### config.mk
export PLATFORM = sky130hd
export DESIGN_NAME = pack_xfer_calc
export DESIGN_NICKNAME = d
export VERILOG_FILES = /design/src/rtl/pack_xfer_calc.sv
export SDC_FILE = /design/constraint.sdc
export NUM_CORES = 1
export LEC_CHECK = 0
export BUFFER_PORTS_ARGS = -buffer_cell sky130_fd_sc_hd__clkbuf_2
export CAP_MARGIN = 10
export CORE_UTILIZATION = 54
export DETAILED_ROUTE_END_ITERATION = 16
export PLACE_DENSITY = 0.83
export SLEW_MARGIN = 40
export SYNTH_ARGS = -nofsm -noshare
export SYNTH_HDL_FRONTEND = slang
export SYNTH_SLANG_ARGS = --single-unit
### constraint.sdc
create_clock -name clk -period 3.2 [get_ports clk]
set_input_delay 0.32 -clock clk [delete_from_list [all_inputs] [get_ports clk]]
set_output_delay 0.32 -clock clk [all_outputs]
set_load 0.005 [all_outputs]
### src/rtl/pack_xfer_calc.sv
module pack_xfer_calc #(
  parameter int SECT_N = 10,
  parameter int SURF_N = 20,
  parameter int CYL_N  = 203,
  parameter int WPS_LG = 8,
  localparam int AW    = 18,
  localparam int PACK  = (CYL_N * SURF_N * SECT_N) << WPS_LG,
  localparam int LW    = $clog2(PACK + (1 << AW) + 1)
) (
  input  logic          clk,
  input  logic          rst_n,
  input  logic          start,
  input  logic [AW-1:0] da_in,
  input  logic [AW-1:0] ma_in,
  input  logic [AW-1:0] wc_in,
  input  logic [AW:0]   mem_size,
  output logic          busy,
  output logic          ready,
  output logic          bad_sect,
  output logic          bad_surf,
  output logic          bad_cyl,
  output logic          abort,
  output logic          nexm,
  output logic          eop,
  output logic [LW-1:0] lin_addr,
  output logic [AW:0]   xfer_len,
  output logic [AW-1:0] wc_out,
  output logic [AW-1:0] ma_out,
  output logic [AW-1:0] da_out
);
  localparam logic [LW-1:0] PACK_L  = LW'(PACK);
  localparam logic [LW-1:0] SURF_L  = LW'(SURF_N);
  localparam logic [LW-1:0] SECT_L  = LW'(SECT_N);
  localparam logic [LW-1:0] CYLSZ_L = LW'(SURF_N * SECT_N);
  localparam logic [7:0]    CMAX    = 8'(CYL_N - 1);

  logic [3:0] f_sect;
  logic [4:0] f_surf;
  logic [7:0] f_cyl;
  logic       bs_c, bf_c, bc_c;
  logic [LW-1:0] wa_c, fin_c;
  logic [AW:0]   len0_c, len1_c, len_c;
  logic          nexm_c, eop_c;

  assign f_sect = da_in[3:0];
  assign f_surf = da_in[9:5];
  assign f_cyl  = da_in[17:10];
  assign bs_c   = 32'(f_sect) >= SECT_N;
  assign bf_c   = 32'(f_surf) >= SURF_N;
  assign bc_c   = 32'(f_cyl)  >= CYL_N;

  assign wa_c   = (((LW'(f_cyl) * SURF_L) + LW'(f_surf)) * SECT_L + LW'(f_sect)) << WPS_LG;
  assign len0_c = (AW+1)'(1 << AW) - {1'b0, wc_in};
  assign nexm_c = ({1'b0, ma_in} + len0_c) > mem_size;
  assign len1_c = !nexm_c ? len0_c :
                  (mem_size > {1'b0, ma_in}) ? mem_size - {1'b0, ma_in} : '0;
  assign eop_c  = (wa_c + LW'(len1_c)) > PACK_L;
  assign len_c  = eop_c ? (AW+1)'(PACK_L - wa_c) : len1_c;
  assign fin_c  = wa_c + LW'(len_c);

  logic [LW-1:0] rem;
  logic [7:0]    cyl_cnt;
  logic [4:0]    surf_cnt;

  always_ff @(posedge clk or negedge rst_n) begin
    if (!rst_n) begin
      busy <= 1'b0; ready <= 1'b0; abort <= 1'b0;
      bad_sect <= 1'b0; bad_surf <= 1'b0; bad_cyl <= 1'b0;
      nexm <= 1'b0; eop <= 1'b0;
      lin_addr <= '0; xfer_len <= '0;
      wc_out <= '0; ma_out <= '0; da_out <= '0;
      rem <= '0; cyl_cnt <= '0; surf_cnt <= '0;
    end else begin
      ready <= 1'b0;
      if (!busy) begin
        if (start) begin
          bad_sect <= bs_c; bad_surf <= bf_c; bad_cyl <= bc_c;
          if (bs_c || bf_c || bc_c) begin
            abort <= 1'b1; ready <= 1'b1;
            nexm <= 1'b0; eop <= 1'b0;
            lin_addr <= '0; xfer_len <= '0;
            wc_out <= wc_in; ma_out <= ma_in; da_out <= da_in;
          end else begin
            abort <= 1'b0; busy <= 1'b1;
            nexm <= nexm_c; eop <= eop_c;
            lin_addr <= wa_c; xfer_len <= len_c;
            wc_out <= wc_in + len_c[AW-1:0];
            ma_out <= ma_in + len_c[AW-1:0];
            rem <= (fin_c >> WPS_LG) + LW'(|fin_c[WPS_LG-1:0]);
            cyl_cnt <= '0; surf_cnt <= '0;
          end
        end
      end else if (rem >= CYLSZ_L) begin
        rem <= rem - CYLSZ_L;
        cyl_cnt <= cyl_cnt + 8'd1;
      end else if (rem >= SECT_L) begin
        rem <= rem - SECT_L;
        surf_cnt <= surf_cnt + 5'd1;
      end else begin
        busy  <= 1'b0;
        ready <= 1'b1;
        da_out <= {(cyl_cnt > CMAX) ? CMAX : cyl_cnt, surf_cnt, 1'b0, rem[3:0]};
      end
    end
  end

  assert_ready_pulse_R10: assert property (@(posedge clk) disable iff (!rst_n)
    ready |=> !ready);

  assert_busy_holds_R10: assert property (@(posedge clk) disable iff (!rst_n)
    busy |=> $stable(wc_out) && $stable(ma_out) && $stable(xfer_len) && $stable(lin_addr));

  assert_abort_cause_R2: assert property (@(posedge clk) disable iff (!rst_n)
    (ready && abort) |-> (bad_sect || bad_surf || bad_cyl) && xfer_len == '0);

  assert_cyl_clamp_R9: assert property (@(posedge clk) disable iff (!rst_n)
    (ready && !abort) |-> da_out[17:10] <= CMAX);

  assert_pack_bound_R6: assert property (@(posedge clk) disable iff (!rst_n)
    (ready && !abort) |-> (lin_addr + LW'(xfer_len)) <= PACK_L);

  assert_len_max_R4: assert property (@(posedge clk) disable iff (!rst_n)
    ready |-> xfer_len <= (AW+1)'(1 << AW));
endmodule

==> run_summary.xml, run 1 <==
<?xml version="1.0" encoding="UTF-8"?>
<metrics>
  <group name="cts">
    <metric name="clock_sink_count" unit="">134</metric>
    <metric name="cts_made_buffers" unit="">17</metric>
    <metric name="cts_buffer_depth" unit="">2</metric>
    <metric name="cts_htree_levels" unit="">4</metric>
    <metric name="clock_tree.root_cell" unit="">clkbuf_16</metric>
  </group>
  <group name="die">
    <metric name="top_level_ports" unit="">181</metric>
    <metric name="die-height" unit="um">163</metric>
    <metric name="num_rows" unit="">58</metric>
    <metric name="die-width" unit="um">163</metric>
    <metric name="start_util" unit="%">55.4</metric>
  </group>
  <group name="yosys">
    <metric name="dominantRegCellSynth" unit="">dfrtp_1</metric>
    <metric name="synth_async_sr_flop_share" unit="%">100</metric>
    <metric name="synth.largest_area_cell" unit="">dfrtp_1</metric>
    <metric name="ys_seq_area_share" unit="%">23.8</metric>
    <metric name="syn-instance-count" unit="">1738</metric>
    <metric name="synth_common_cells" unit="">170 x nand2_1, 165 x ha_1, 148 x nor2_1, 134 x dfrtp_1, 132 x o21ai_0</metric>
    <metric name="postSynthAreaPerCell" unit="um^2">8.10</metric>
    <metric name="synthDistinctLibCells" unit="">101</metric>
    <metric name="synth.top_cell.area_share" unit="%">23.8</metric>
    <metric name="synthesis.yosys.warnings" unit="">0</metric>
    <metric name="synth-edff-count" unit="">0</metric>
    <metric name="yosysMostFrequentCell" unit="">nand2_1</metric>
    <metric name="netlist_area" unit="um^2">14100</metric>
    <metric name="synth.area.top_cells" unit="">dfrtp_1 24%, ha_1 15%, xnor2_1 6.0%, o21ai_0 4.7%, nand2_1 4.5%</metric>
    <metric name="ys_seq_elements" unit="">134</metric>
  </group>
  <group name="timing">
    <metric name="timing.grt.repair.worst_endpoint" unit="">rem[15]$_DFFE_PN0P_/D</metric>
    <metric name="worst_endpoint_kind_after_the_last_repair" unit="">register data pin</metric>
  </group>
  <group name="place">
    <metric name="place_hpwl" unit="mm">43.1</metric>
    <metric name="place_area" unit="um^2">19700</metric>
    <metric name="gpl.final_weighted_congestion" unit="">1.02</metric>
    <metric name="port_buffer_cells" unit="">172</metric>
  </group>
  <group name="global_routing">
    <metric name="overflow" unit="">136</metric>
    <metric name="grt_start_max_net_pins" unit="">105</metric>
    <metric name="grt.total_usage" unit="%">84.1</metric>
  </group>
  <group name="run_status">
    <metric name="haltStage" unit="">5_1_grt</metric>
    <metric name="run_status" unit="">stopped before the end</metric>
    <metric name="run.stop_error" unit="">[ERROR GRT-0232] Routing congestion too high. Check the congestion heatmap in the GUI.</metric>
  </group>
</metrics>
## per-layer routing
metal	global-route usage (%)	GRT overflow
met1	84.0	10
met2	95.2	59
met3	74.8	6
met4	82.5	60
met5	50.6	1
## cell families after synthesis
group / share of synthesized area (%)
simple gates: 19.8
xor+xnor: 9.72
other cells: 0.0267
mux: 1.98
fa+ha+maj: 16.1
flops: 23.8
buf+inv: 4.77
compound gates: 23.8
## stage by stage
step           cells  setup WS, ps
3_5_place_dp    2717         -7380
4_1_cts         2803         -6670
2_1_floorplan   1746         -6980
3_3_place_gp    2717         -6900
## timing repair
item / in CTS
pin swaps: 100
resized for setup: 140
hold endpoints to repair: 8
hold buffers: 1
setup buffers: 58
endpoints found under the setup margin: 85
==> run 2: changes to the inputs <==
Settings changed: CORE_UTILIZATION 54 to 40, PLACE_DENSITY 0.83 to unset, PLACE_DENSITY_LB_ADDON set to 0.15.
Clock period 3.2 ns to 4.15 ns, I/O delays scaled along.
==> run 2 against run 1 <==
The flow now finishes, with violations (negative setup slack). Synthesized area stayed put. Synthesized cell count did not move.
==> run_summary.xml, run 2 <==
<?xml version="1.0" encoding="UTF-8"?>
<metrics>
  <group name="detailed_routing">
    <metric name="first_iter_violations" unit="">882</metric>
    <metric name="ant_nets" unit="">0</metric>
    <metric name="via_per_inst" unit="">5.45</metric>
    <metric name="drc" unit="">0</metric>
    <metric name="via_count" unit="">15900</metric>
    <metric name="routedWlPerCell" unit="um">18.7</metric>
    <metric name="drt_pass1_iterations" unit="">5</metric>
    <metric name="drt_wl_total" unit="mm">54.8</metric>
  </group>
  <group name="die">
    <metric name="start_util" unit="%">40.7</metric>
    <metric name="die_area" unit="um^2">35900</metric>
    <metric name="die-height" unit="um">190</metric>
    <metric name="top_level_ports" unit="">181</metric>
    <metric name="core" unit="um^2">34500</metric>
    <metric name="die-width" unit="um">190</metric>
    <metric name="num_rows" unit="">68</metric>
  </group>
  <group name="timing">
    <metric name="fin_hold_ws" unit="ps">8.69</metric>
    <metric name="setup_ws" unit="ps">-5810</metric>
    <metric name="finalHoldViolCount" unit="">0</metric>
    <metric name="fin_setup_tns" unit="ps">-337080</metric>
    <metric name="post_route_minimum_period" unit="ps">9960</metric>
    <metric name="fmax" unit="MHz">100</metric>
    <metric name="finalSetupViolCount" unit="">76</metric>
    <metric name="worst_clock_skew" unit="ps">17.7</metric>
    <metric name="timing.final.crit_share" unit="%">240</metric>
    <metric name="max-slew-margin-rel" unit="%">47.8</metric>
    <metric name="timing_max_transition_violations_final" unit="">0</metric>
    <metric name="rsz_0062_raised_after_global_routing" unit="">true</metric>
    <metric name="timing_worst_slew_pin_value" unit="ps">773</metric>
  </group>
  <group name="finish">
    <metric name="regs_by_ff_count" unit="">rem x24, xfer_len x19</metric>
    <metric name="flip_flop_count_of_the_largest_register_after_layout" unit="">24</metric>
    <metric name="top_register" unit="">rem</metric>
    <metric name="final_cell_mix" unit="">532 x buf_4, 167 x clkbuf_2, 154 x nand2_1</metric>
    <metric name="multi_input_combinational_cell_area" unit="um^2">12000</metric>
    <metric name="syn2layout_area_growth" unit="%">59.0</metric>
    <metric name="num-nets-final" unit="">2709</metric>
    <metric name="area.sequential" unit="um^2">3350</metric>
    <metric name="filler_cell_count" unit="">2917</metric>
    <metric name="antenna_cells" unit="">0</metric>
    <metric name="drive_gt1_share" unit="%">43.7</metric>
    <metric name="layout.cells.most_common" unit="">buf_4</metric>
  </group>
  <group name="yosys">
    <metric name="synthesis.yosys.warnings" unit="">0</metric>
    <metric name="ys_seq_area_share" unit="%">23.8</metric>
    <metric name="netlist_area" unit="um^2">14100</metric>
    <metric name="synth-edff-count" unit="">0</metric>
    <metric name="dominantRegCellSynth" unit="">dfrtp_1</metric>
    <metric name="synth.area.top_cells" unit="">dfrtp_1 24%, ha_1 15%, xnor2_1 6.0%, o21ai_0 4.7%, nand2_1 4.5%</metric>
    <metric name="synth_async_sr_flop_share" unit="%">100</metric>
    <metric name="synthDistinctLibCells" unit="">101</metric>
    <metric name="ys_seq_elements" unit="">134</metric>
    <metric name="postSynthAreaPerCell" unit="um^2">8.10</metric>
    <metric name="synth_common_cells" unit="">170 x nand2_1, 165 x ha_1, 148 x nor2_1, 134 x dfrtp_1, 132 x o21ai_0</metric>
    <metric name="synth.largest_area_cell" unit="">dfrtp_1</metric>
    <metric name="yosysMostFrequentCell" unit="">nand2_1</metric>
    <metric name="synth.top_cell.area_share" unit="%">23.8</metric>
    <metric name="syn-instance-count" unit="">1738</metric>
  </group>
  <group name="run_status">
    <metric name="violations" unit="">negative setup slack</metric>
    <metric name="run_status" unit="">complete, but fails checks</metric>
  </group>
  <group name="power">
    <metric name="power_density" unit="nW/um^2">1080</metric>
    <metric name="leak" unit="nW">10.8</metric>
    <metric name="power.ir.vdd_worst" unit="V">0.00100</metric>
  </group>
  <group name="place">
    <metric name="place_hpwl" unit="mm">42.4</metric>
    <metric name="gpl.final_weighted_congestion" unit="">0.990</metric>
    <metric name="port_buffer_cells" unit="">172</metric>
  </group>
  <group name="critical_path">
    <metric name="crit_required" unit="ps">4490</metric>
    <metric name="startpoint_type" unit="">primary input</metric>
    <metric name="timing.critical_path.fanout_max" unit="">6</metric>
    <metric name="critical_path.reg2reg.startpoint" unit="">rem[16]</metric>
    <metric name="worst_ep_arrival_time" unit="ps">10300</metric>
    <metric name="timing.critical_path.to_type" unit="">flip-flop</metric>
    <metric name="cp_slowest_cell" unit="">or4_4</metric>
    <metric name="critPathMaxStageDelay" unit="ps">530</metric>
    <metric name="worst_r2r_path_depth" unit="">12</metric>
    <metric name="cp.buffers_inverters" unit="">4</metric>
    <metric name="rr_endpoint" unit="">rem[15]</metric>
    <metric name="reg2reg_slack" unit="ps">390</metric>
    <metric name="timing.critical_path.max_delay_family" unit="">compound AO/OA/AOI/OAI gates</metric>
    <metric name="crit_type" unit="">in2reg</metric>
  </group>
  <group name="cts">
    <metric name="insertion_delay" unit="ps">450</metric>
    <metric name="cts_made_buffers" unit="">17</metric>
    <metric name="worst_setup_hold_path_clk_slew" unit="ps">80</metric>
    <metric name="cts_tree" unit="">built</metric>
    <metric name="cts_htree_levels" unit="">4</metric>
    <metric name="cts_buffer_depth" unit="">2</metric>
    <metric name="clock_sink_count" unit="">134</metric>
    <metric name="clock_tree.root_cell" unit="">clkbuf_16</metric>
  </group>
  <group name="global_routing">
    <metric name="initial_antenna_violation_count" unit="">0</metric>
    <metric name="grt.total_usage" unit="%">30.0</metric>
    <metric name="overflow" unit="">0</metric>
    <metric name="grt_first_pass_wirelength" unit="mm">83.8</metric>
    <metric name="grt_start_max_net_pins" unit="">81</metric>
    <metric name="first_global_vias" unit="">15500</metric>
  </group>
  <group name="worst_hold_path">
    <metric name="min_path_type" unit="">in2async</metric>
  </group>
  <group name="job">
    <metric name="max_cap_viol_count" unit="">0</metric>
  </group>
</metrics>
==> run 2: cell type report <==
class,count,area share (%)
flip-flops and latches,134,15.0
clock inverters,8,0.453
multi-input cells,1446,53.7
repair buffers,755,24.5
well taps,455,2.54
clock buffers,21,2.06
inverters,104,1.75
==> run 2: logic make-up after synthesis <==
family          synth area share [%]
xor+xnor                        9.72
buf+inv                         4.77
simple gates                    19.8
compound gates                  23.8
flops                           23.8
mux                             1.98
fa+ha+maj                       16.1
other cells                   0.0267
==> run 2: power breakdown <==
group	leakage (nW)	internal [mW]	switching (mW)
clock	0.267	0.904	0.613
combinational	8.82	10.7	10.2
sequential	1.77	1.53	0.258
total	10.8	13.1	11.0
==> run 2: per-stage QoR <==
step | cell area, um^2 | utilization (%) | cells | worst slack, ps | total power [mW]
4_1_cts | 21400 | 61.9 | 2899 | -5700 | 21.7
6_report | 22400 | 64.8 | 2923 | -5810 | 24.1
5_1_grt | 22400 | 64.8 | 2923 | -6230 | 25.6
3_3_place_gp | 19600 | 56.8 | 2831 | -6500 | 17.3
2_1_floorplan | 14600 | - | 1746 | -6120 | 10.4
3_5_place_dp | 19600 | 56.8 | 2831 | -6720 | 17.5
==> run 2: worst max-delay path by stage <==
stage	startpoint	to	slack, ps	depth (start not counted)
2_1_floorplan	wc_in[4]	rem[12]	-6120	50
3_3_place_gp	wc_in[4]	rem[12]	-6500	51
3_5_place_dp	wc_in[4]	rem[12]	-6720	52
4_1_cts	wc_in[4]	rem[12]	-5700	51
5_1_grt	wc_in[4]	rem[14]	-6230	54
6_report	wc_in[4]	rem[12]	-5810	51
==> run 2: timing repair <==
| item | in CTS | in global routing |
|---|---|---|
| cloned | 1 | 0 |
| hold buffers | 0 | 0 |
| pin swaps | 124 | 125 |
| endpoints found under the hold margin | 0 | 0 |
| setup buffers | 47 | 38 |
| gates resized for setup | 197 | 149 |
| setup endpoints to repair | 79 | 79 |
==> run 2: per-layer routing <==
metal | track usage (%) | part of all wire, % | up-vias
li1 | - | - | 7714
met1 | 39.6 | 44 | 7692
met2 | 50.1 | 48 | 456
met3 | 4.69 | 5.6 | 77
met4 | 9.62 | 2.3 | 0
met5 | 0 | 0 | -
No activity file was read; power rests on OpenSTA's default activity.
